**src/rtl/ddc_pkg.sv**
```systemverilog
package ddc_pkg;
  typedef enum logic [1:0] {
    MODE_PASS = 2'd0,
    MODE_DIV2 = 2'd1,
    MODE_DIV4 = 2'd2,
    MODE_RSVD = 2'd3
  } ddc_mode_e;

  typedef enum logic [1:0] {
    W_POS  = 2'd0,
    W_ZERO = 2'd1,
    W_NEG  = 2'd2
  } mix_w_e;

  localparam int HB_TAPS  = 7;
  localparam int HB_SHIFT = 5;
  localparam int HB_GUARD = 6;

  function automatic int hb_coef(input int k);
    case (k)
      0, 6:    return -1;
      2, 4:    return 9;
      3:       return 16;
      default: return 0;
    endcase
  endfunction
endpackage

```
**src/rtl/ddc_mixer.sv**
```systemverilog
module ddc_mixer
  import ddc_pkg::*;
#(
  parameter int DW = 16
) (
  input  logic                 clk_i,
  input  logic                 rst_ni,
  input  logic [1:0]           mode_i,
  input  logic                 hp_i,
  input  logic [1:0]           shift_i,
  input  logic                 vld_i,
  input  logic signed [DW-1:0] data_i,
  output logic signed [DW-1:0] data_o
);
  localparam logic signed [DW-1:0] MAX_V = {1'b0, {(DW-1){1'b1}}};
  localparam logic signed [DW-1:0] MIN_V = {1'b1, {(DW-1){1'b0}}};

  logic [1:0] idx_q;
  mix_w_e     w;
  ddc_mode_e  mode;

  assign mode = ddc_mode_e'(mode_i);

  always_ff @(posedge clk_i or negedge rst_ni) begin
    if (!rst_ni)    idx_q <= '0;
    else if (vld_i) idx_q <= idx_q + 2'd1;
  end

  always_comb begin
    w = W_POS;
    if (mode == MODE_DIV2) begin
      w = (hp_i && idx_q[0]) ? W_NEG : W_POS;
    end else if (mode == MODE_DIV4) begin
      case (shift_i)
        2'd1:    w = idx_q[0] ? W_ZERO : (idx_q[1] ? W_NEG : W_POS);
        2'd2:    w = !idx_q[0] ? W_ZERO : (idx_q[1] ? W_NEG : W_POS);
        2'd3:    w = idx_q[0] ? W_NEG : W_POS;
        default: w = W_POS;
      endcase
    end
  end

  always_comb begin
    case (w)
      W_ZERO:  data_o = '0;
      W_NEG:   data_o = (data_i == MIN_V) ? MAX_V : -data_i;
      default: data_o = data_i;
    endcase
  end

  // odd-index sample with high-pass selected must not pass unchanged unless zero
  a_r5_odd_flipped: assert property (@(posedge clk_i) disable iff (!rst_ni)
    (mode == MODE_DIV2 && hp_i && idx_q[0] && vld_i && data_i > 0) |-> (data_o < 0));
endmodule

```
**src/rtl/ddc_halfband.sv**
```systemverilog
module ddc_halfband
  import ddc_pkg::*;
#(
  parameter int DW = 16
) (
  input  logic                 clk_i,
  input  logic                 rst_ni,
  input  logic                 vld_i,
  input  logic signed [DW-1:0] data_i,
  output logic                 vld_o,
  output logic signed [DW-1:0] data_o
);
  localparam int AW = DW + HB_GUARD;
  localparam logic signed [AW-1:0] SAT_HI = AW'((1 <<< (DW-1)) - 1);
  localparam logic signed [AW-1:0] SAT_LO = -SAT_HI - AW'(1);
  localparam logic signed [AW-1:0] HALF   = AW'(1 <<< (HB_SHIFT-1));

  logic signed [DW-1:0] tap_q [HB_TAPS-1];
  logic signed [DW-1:0] win   [HB_TAPS];
  logic signed [AW-1:0] acc, rnd;
  logic signed [DW-1:0] y_sat;
  logic                 phase_q;

  assign win[0] = data_i;
  for (genvar k = 1; k < HB_TAPS; k++) begin : g_win
    assign win[k] = tap_q[k-1];
  end

  always_comb begin
    acc = '0;
    for (int k = 0; k < HB_TAPS; k++) begin
      acc = acc + AW'(win[k]) * AW'(hb_coef(k));
    end
    rnd = (acc + HALF) >>> HB_SHIFT;
    if (rnd > SAT_HI)      y_sat = SAT_HI[DW-1:0];
    else if (rnd < SAT_LO) y_sat = SAT_LO[DW-1:0];
    else                   y_sat = rnd[DW-1:0];
  end

  always_ff @(posedge clk_i or negedge rst_ni) begin
    if (!rst_ni) begin
      for (int k = 0; k < HB_TAPS-1; k++) tap_q[k] <= '0;
      phase_q <= 1'b0;
      vld_o   <= 1'b0;
      data_o  <= '0;
    end else begin
      vld_o <= vld_i && phase_q;
      if (vld_i) begin
        tap_q[0] <= data_i;
        for (int k = 1; k < HB_TAPS-1; k++) tap_q[k] <= tap_q[k-1];
        phase_q <= ~phase_q;
        if (phase_q) data_o <= y_sat;
      end
    end
  end

  // a decimated stream never yields two results in consecutive cycles
  a_r3_spaced_out: assert property (@(posedge clk_i) disable iff (!rst_ni)
    vld_o |=> !vld_o);
endmodule

```
**src/rtl/ddc_decim.sv**
```systemverilog
module ddc_decim
  import ddc_pkg::*;
#(
  parameter int DW = 16
) (
  input  logic                 clk_i,
  input  logic                 rst_ni,
  input  logic [1:0]           mode_i,
  input  logic                 hp_i,
  input  logic [1:0]           shift_i,
  input  logic                 vld_i,
  input  logic signed [DW-1:0] data_i,
  output logic                 vld_o,
  output logic signed [DW-1:0] data_o
);
  ddc_mode_e            mode;
  logic signed [DW-1:0] mix_d;
  logic                 s1_vld, s2_vld, byp_vld_q;
  logic signed [DW-1:0] s1_d, s2_d, byp_d_q;

  assign mode = ddc_mode_e'(mode_i);

  ddc_mixer #(.DW(DW)) u_mix (
    .clk_i   (clk_i),
    .rst_ni  (rst_ni),
    .mode_i  (mode_i),
    .hp_i    (hp_i),
    .shift_i (shift_i),
    .vld_i   (vld_i),
    .data_i  (data_i),
    .data_o  (mix_d)
  );

  ddc_halfband #(.DW(DW)) u_hb1 (
    .clk_i  (clk_i),
    .rst_ni (rst_ni),
    .vld_i  (vld_i),
    .data_i (mix_d),
    .vld_o  (s1_vld),
    .data_o (s1_d)
  );

  ddc_halfband #(.DW(DW)) u_hb2 (
    .clk_i  (clk_i),
    .rst_ni (rst_ni),
    .vld_i  (s1_vld),
    .data_i (s1_d),
    .vld_o  (s2_vld),
    .data_o (s2_d)
  );

  always_ff @(posedge clk_i or negedge rst_ni) begin
    if (!rst_ni) begin
      byp_vld_q <= 1'b0;
      byp_d_q   <= '0;
    end else begin
      byp_vld_q <= vld_i;
      if (vld_i) byp_d_q <= data_i;
    end
  end

  always_comb begin
    case (mode)
      MODE_DIV2: begin vld_o = s1_vld;    data_o = s1_d;    end
      MODE_DIV4: begin vld_o = s2_vld;    data_o = s2_d;    end
      default:   begin vld_o = byp_vld_q; data_o = byp_d_q; end
    endcase
  end

  // pass-through is a single register stage
  a_r2_pass_delay: assert property (@(posedge clk_i) disable iff (!rst_ni)
    ((mode == MODE_PASS || mode == MODE_RSVD) && vld_i) |=> (vld_o && data_o == $past(data_i)));

  // a half-rate result always follows an accepted sample by one cycle
  a_r3_half_follows: assert property (@(posedge clk_i) disable iff (!rst_ni)
    (mode == MODE_DIV2 && vld_o) |-> $past(vld_i));

  // a quarter-rate result trails its last input by two cycles
  a_r6_quarter_lag: assert property (@(posedge clk_i) disable iff (!rst_ni)
    (mode == MODE_DIV4 && vld_o) |-> $past(vld_i, 2));
endmodule

```
**config.mk**
```make
export PLATFORM = sky130hd
export DESIGN_NAME = ddc_decim
export DESIGN_NICKNAME = d
export VERILOG_FILES = /design/src/rtl/ddc_pkg.sv /design/src/rtl/ddc_mixer.sv /design/src/rtl/ddc_halfband.sv /design/src/rtl/ddc_decim.sv
export SDC_FILE = /design/constraint.sdc
export NUM_CORES = 1
export LEC_CHECK = 0
export CAP_MARGIN = 40
export CORE_MARGIN = 5
export CORE_UTILIZATION = 64
export CTS_CLUSTER_SIZE = 16
export DETAILED_ROUTE_END_ITERATION = 7
export PLACE_DENSITY = 0.87
export SETUP_SLACK_MARGIN = 0.02
export SLEW_MARGIN = 5
export SYNTH_ARGS = -nofsm -noshare
export SYNTH_HDL_FRONTEND = slang
export SYNTH_SLANG_ARGS = --single-unit
```
**constraint.sdc**
```tcl
create_clock -name clk_i -period 7.4 [get_ports clk_i]
set_input_delay 0.74 -clock clk_i [delete_from_list [all_inputs] [get_ports clk_i]]
set_output_delay 0.74 -clock clk_i [all_outputs]
set_load 0.1 [all_outputs]
```
Word level (Yosys, flattened, before mapping). Index checks and enable logic that the tools add are counted.

Multiplexer cells: 16. Reductions and logical operators: 5. Eq/ne operators: 8. Bitwise logic cells: 2. Multiply operators: 4. $lt $le $gt $ge: 4. $add $sub $neg: 16.

Operator list (count): 22-bit adder (6); 16-bit negation with 22-bit output (4); 16-bit by 5-bit multiplier with 21-bit output (second input constant) (4); 16-bit two-way mux (5); 16-bit case mux with 2 select lines (2); 22-bit by 20-bit adder with 22-bit output (2); 22-bit by 6-bit adder with 22-bit output (second input constant) (2); 17-bit by 16-bit greater-than comparator with 1-bit output (second input constant) (2); 17-bit by 16-bit less-than comparator with 1-bit output (second input constant) (2); 16-bit equality test (second input constant) (1); 16-bit negation (1); 2-bit two-way mux (7); 2-bit equality test (second input constant) (4); 2-bit by 1-bit equality test with 1-bit output (second input constant) (3); 2-bit case mux with 3 select lines (1); 2-bit AND reduction (2); 1-bit logical AND (3); 2-bit by 1-bit adder with 2-bit output (second input constant) (1); 1-bit inverter (2); 1-bit case mux with 2 select lines (1).

Logic and storage cells: 76. Flip-flop bits (word level): 247. Bits of input ports: 24.

Depth between registers and ports, before layout.
Depth after elaboration: 16. Depth in mapped cells: 29. Gate-level depth less buffers: 29.

Modules after synthesis. From an unflattened synthesis, not the netlist that was laid out.

Cell total of the unflattened synthesis: 1805. Area total of the unflattened synthesis: 19212.2 µm².

Modules (own cells, without submodules): ddc_halfband (u_hb2) (times used 1, cells an instance 822, area each 8793.4 µm²); ddc_halfband (u_hb1) (times used 1, cells an instance 773, area each 8544.4 µm²); ddc_decim (times used 1, cells an instance 97, area each 1031.0 µm²); ddc_mixer (times used 1, cells an instance 113, area each 843.3 µm²).

Worst setup path before layout. OpenSTA, ideal clock, no wires.

Kind: input port to flip-flop. Start: input port data_i[0]. End: register u_hb1.data_o[14]. Path slack: 0.728 ns. Buffers on the path: 1. Data arrival time: 6.589 ns. Stages: 27. Cells stage by stage: inv_1 > ha_1 > nor3b_4 > nand3_1 > or3_1 > or3_4 > nor2_4 > nand3_4 > buf_6 > a41oi_1 > o22ai_1 > fa_1 > inv_1 > fa_1 > fa_1 > inv_1 > ha_1 > and4_4 > and4_4 > a221oi_2 > a21oi_4 > a211oi_2 > o21ba_2 > a21oi_2 > xnor2_2 > maj3_1 > o21ai_0.

Cells in the longest elaborated chain, start to end: 12. Elaborated cells between the ends (all ways): 14.

Ends and longest elaborated chain: start: declaration (RTL line ddc_decim.sv:12) `input logic signed [DW-1:0] data_i,`; 16-bit negation or 16-bit equality test (tied branches) (RTL line ddc_mixer.sv:46) `W_NEG: data_o = (data_i == MIN_V) ? MAX_V : -data_i;`; 16-bit two-way mux (RTL line ddc_mixer.sv:46); 16-bit case mux with 2 select lines (*) (RTL line ddc_mixer.sv:44) `case (w)`; 16-bit negation with 22-bit output (implied by the code) (*) (RTL line ddc_halfband.sv:32) `acc = acc + AW'(win[k]) * AW'(hb_coef(k));`; 22-bit adder (*) (RTL line ddc_halfband.sv:32); 22-bit by 20-bit adder with 22-bit output (*) (RTL line ddc_halfband.sv:32); 22-bit adder (*) (2 in series) (RTL line ddc_halfband.sv:32); 22-bit by 6-bit adder with 22-bit output (*) (RTL line ddc_halfband.sv:34) `rnd = (acc + HALF) >>> HB_SHIFT;`; 17-bit by 16-bit less-than comparator with 1-bit output (RTL line ddc_halfband.sv:36) `else if (rnd < SAT_LO) y_sat = SAT_LO[DW-1:0];`; 16-bit two-way mux (RTL line ddc_halfband.sv:36); 16-bit two-way mux (*) (RTL line ddc_halfband.sv:35) `if (rnd > SAT_HI) y_sat = SAT_HI[DW-1:0];`; end signal: assignment (RTL line ddc_halfband.sv:52) `if (phase_q) data_o <= y_sat;`; end: declaration (RTL line ddc_halfband.sv:11) `output logic signed [DW-1:0] data_o`.

Every way passes the cells marked *; elsewhere a longest branch is shown, timed or not. A chain may end at the register's enable or synchronous reset.

Worst setup path in the final report.
Start: register u_hb2.tap_q[33] (netlist name). End: register u_hb2.data_o[0].

Cells in the longest elaborated chain, start to end: 7. Elaborated cells between the ends (all ways): 8.

Ends and longest elaborated chain: start: declaration (RTL line ddc_halfband.sv:18) `logic signed [DW-1:0] tap_q [HB_TAPS-1];`; 16-bit by 5-bit multiplier with 21-bit output (*) (RTL line ddc_halfband.sv:32); 22-bit adder (*) (2 in series) (RTL line ddc_halfband.sv:32); 22-bit by 6-bit adder with 22-bit output (*) (RTL line ddc_halfband.sv:34); 17-bit by 16-bit less-than comparator with 1-bit output (RTL line ddc_halfband.sv:36); 16-bit two-way mux (RTL line ddc_halfband.sv:36); 16-bit two-way mux (*) (RTL line ddc_halfband.sv:35); end signal: assignment (RTL line ddc_halfband.sv:52); end: declaration (RTL line ddc_halfband.sv:11).

Marked as above.

==> results.md <==
* Outcome: finished, final reports clean
* Clock Sinks at roughly 250
* Clk Latency, worst-skew pair at 0.54 ns
* Critical Path Start Type: flop
* Post-synth top area share at 0.333
* Detailed-route via count at 13108
* First-pass GRT wire length at 71.8 mm
* Initial antenna violation count at 0
* Ports at 41
* Worst R2R Start: u_hb2.tap_q[33]
* Die Width at roughly 180 µm
* Slew headroom at 0.431
* Endpoints failing hold at 0
* Sequential share of the synthesized area at 0.333
* Mapped Cells at 1725
* Tcrit/Tclk final at 0.954
* Max-cap violations at 0
* Seq cells post-synth at 247
* Mean Syn Cell Area at approximately 11 µm²
* Core Footprint at 28700 µm²
* Post-Syn Nets at 2071
* Area growth syn-to-layout at 11.5%
* Max-slew violations at 0
* Fin cells at 2187
* CP Max Fanout at 4
* Critical Path RT at 7.82 ns
* Ys async rst share at 1.00
* Num rows at 62
* Post-DP HPWL at about 32 mm
* Worst-path clk slew at 0.06 ns
* Synth unique cells at between 70 and 80
* Reg2Reg Capture Point: u_hb2.data_o[0]
* CTS Buf Count at 27
* Max Clock Freq at 142 MHz
* # DRC at 0
* Final Critical Period at 7.06 ns
* I/O Buffers at 40
* Htree depth at 1
* Antenna viol nets, final at 0
* R2R Setup Slk at 0.34 ns
* Number of setup buffers added after CTS at 0
* GPL Wtd Cong at 0.921
* Hold crit path type: input port to async pin
* Average wire per standard cell at 19.6 µm
* Top_reg_cell synth: dfrtp_1
* Die Height at approximately 180 µm
* Final core utilization at 0.721
* Routed wire length at 42.8 mm
* Largest net degree at the start of global routing at 141
* Crit path capture type: flop
* Total Nets Final at 2133
* Vias in the first global route at roughly 14000
* Post-synth EDFFs at 0
* Cell Area, Synth at 18600 µm²
* RSZ-0062 raised after global routing: true
* Grt ovf at 0
* Max clock buf depth at 3
* # setup viols final at 0
* Layout cells sized above 1 at 0.171
* Final worst-path setup slack at 0.342 ns
* CP arrival at 7.48 ns
* Layout Skew at between 0.015 and 0.02 ns
* Synth warn at 0
* Initial Util at 0.647
* Placed cells at 2142
* CTS tree: yes
* Initial DRC count at 832
* Antenna cells at 0
* Worst r2r path cells at 27
* Pre-CTS setup slack at -0.0709 ns
* Setup TNS at 0 ns
* Crit Path Class: flop to flop
* 1st-pass router iterations at 5
* Slew @ Worst Pin at 0.853 ns
* Root buffer cell: clkbuf_16
* Total Routing Usage GR at 0.266
* Area of the die at 32500 µm²
* Main area contributors after synthesis: dfrtp_1 (33%), ha_1 (14%), fa_1 (13%)
* Synth area leader: dfrtp_1
* Vias per cell at 5.99
==> per-layer routing <==
metal	routed length (µm)	vias to the layer above	global-route usage
li1	-	5998	-
met5	0	-	0
met2	22000	433	0.474
met1	17100	6534	0.336
met3	1900	143	0.0321
met4	1780	0	0.0932
==> worst max-delay path, stage by stage (launching register included) <==
cell,delay [ns]
dfrtp_1,0.45
ha_1,0.35
ha_1,0.25
fa_1,0.41
a21o_1,0.18
a21oi_1,0.23
o21bai_1,0.12
a21oi_1,0.26
o21bai_1,0.16
a41o_1,0.28
o21bai_1,0.29
o21ai_0,0.18
xor2_1,0.19
fa_1,0.50
inv_1,0.06
fa_1,0.55
inv_1,0.06
fa_1,0.47
ha_1,0.34
nand2_1,0.17
nor3_4,0.07
nand2b_1,0.07
o21ai_0,0.15
a31o_2,0.29
nor3_1,0.44
o21ai_0,0.17
o2111ai_1,0.17
nand2_1,0.09
==> through the flow <==
step                      area, µm²  hold slack (ns)
after global placement        19400            0.453
after floorplan               18600            0.439
final                         20700            0.203
after detailed placement      19800            0.460
after CTS                     20700            0.269
after global routing          20700            0.290
==> cell usage after synthesis, drive strengths merged (3+ instances only) <==
library cell / number
inv: 234
maj3: 11
nand2b: 12
o21ai: 83
fa: 118
mux2: 192
a311oi: 4
buf: 7
nor3: 13
o41ai: 9
nor2b: 8
or2: 3
a41oi: 7
a31oi: 8
o22ai: 7
ha: 204
mux2i: 6
a22oi: 17
nor3b: 6
nand3: 16
a21boi: 10
o31ai: 6
or3: 11
o221ai: 4
o21bai: 7
nand2: 114
and4: 3
clkbuf: 37
nor2: 69
xor2: 38
xnor2: 61
a21o: 21
a211oi: 3
and2: 4
a31o: 3
a21oi: 95
a41o: 3
dfrtp: 247
o21a: 6
==> cell families after synthesis <==
logic type      count (synthesis)  synth area share
mux                           198             0.120
simple gates                  266            0.0686
compound gates                303             0.104
xor+xnor                       99            0.0471
flops                         247             0.333
buf+inv                       279            0.0571
fa+ha+maj                     333             0.271
==> worst max path at each step <==
stage / start / end / cells past startpoint
after floorplan: data_i[0] / u_hb1.data_o[14] / 27
after global routing: data_i[0] / u_hb1.data_o[7] / 28
after CTS: u_hb2.tap_q[33] / u_hb2.data_o[9] / 27
after detailed placement: data_i[1] / u_hb1.data_o[2] / 27
final: u_hb2.tap_q[33] / u_hb2.data_o[0] / 27
after global placement: data_i[1] / u_hb1.data_o[4] / 27
==> cell type report <==
class | instances | area [µm²]
multi-input combinational | 1199 | 11400
fill | 1792 | 8010
sequential | 247 | 6180
timing repair buffer | 77 | 916
inverter | 235 | 882
clock buffer | 32 | 704
tap | 384 | 480
clock inverter | 13 | 160
==> registers in the layout, indices dropped and copies added, names as in the netlist <==
| register | cells |
|---|---|
| u_hb2.data_o | 16 |
| u_hb1.phase_q | 1 |
| u_hb1.data_o | 16 |
| u_hb1.vld_o | 1 |
| u_hb1.tap_q | 96 |
| byp_vld_q | 1 |
| byp_d_q | 16 |
| u_hb2.phase_q | 1 |
| u_mix.idx_q | 2 |
| u_hb2.vld_o | 1 |
| u_hb2.tap_q | 96 |
==> repair_timing <==
item | 4_1_cts | 5_1_grt
resized for setup | 0 | 7
endpoints found under the setup margin | 0 | 20
hold endpoints to repair | 0 | 0
hold buffers | 0 | 0
==> layout by cell type (no fill, tap or decap), types with 8 or more instances in the layout <==
cell type,count
a21oi_1,92
buf_4,19
inv_1,234
fa_1,118
or3_1,8
a21o_1,20
buf_8,12
clkbuf_16,27
mux2_2,192
clkdlybuf4s50_1,38
nor3_1,10
a21boi_0,10
a22oi_1,17
nand2_1,113
o21ai_0,77
nand2b_1,12
o41ai_1,9
xnor2_1,60
ha_1,204
nor2b_1,8
nand3_1,14
maj3_1,11
xor2_1,38
dfrtp_1,246
nor2_1,67
Power is not shown: default switching activity piles up to over one toggle a cycle in this logic, so the estimate is an artifact.
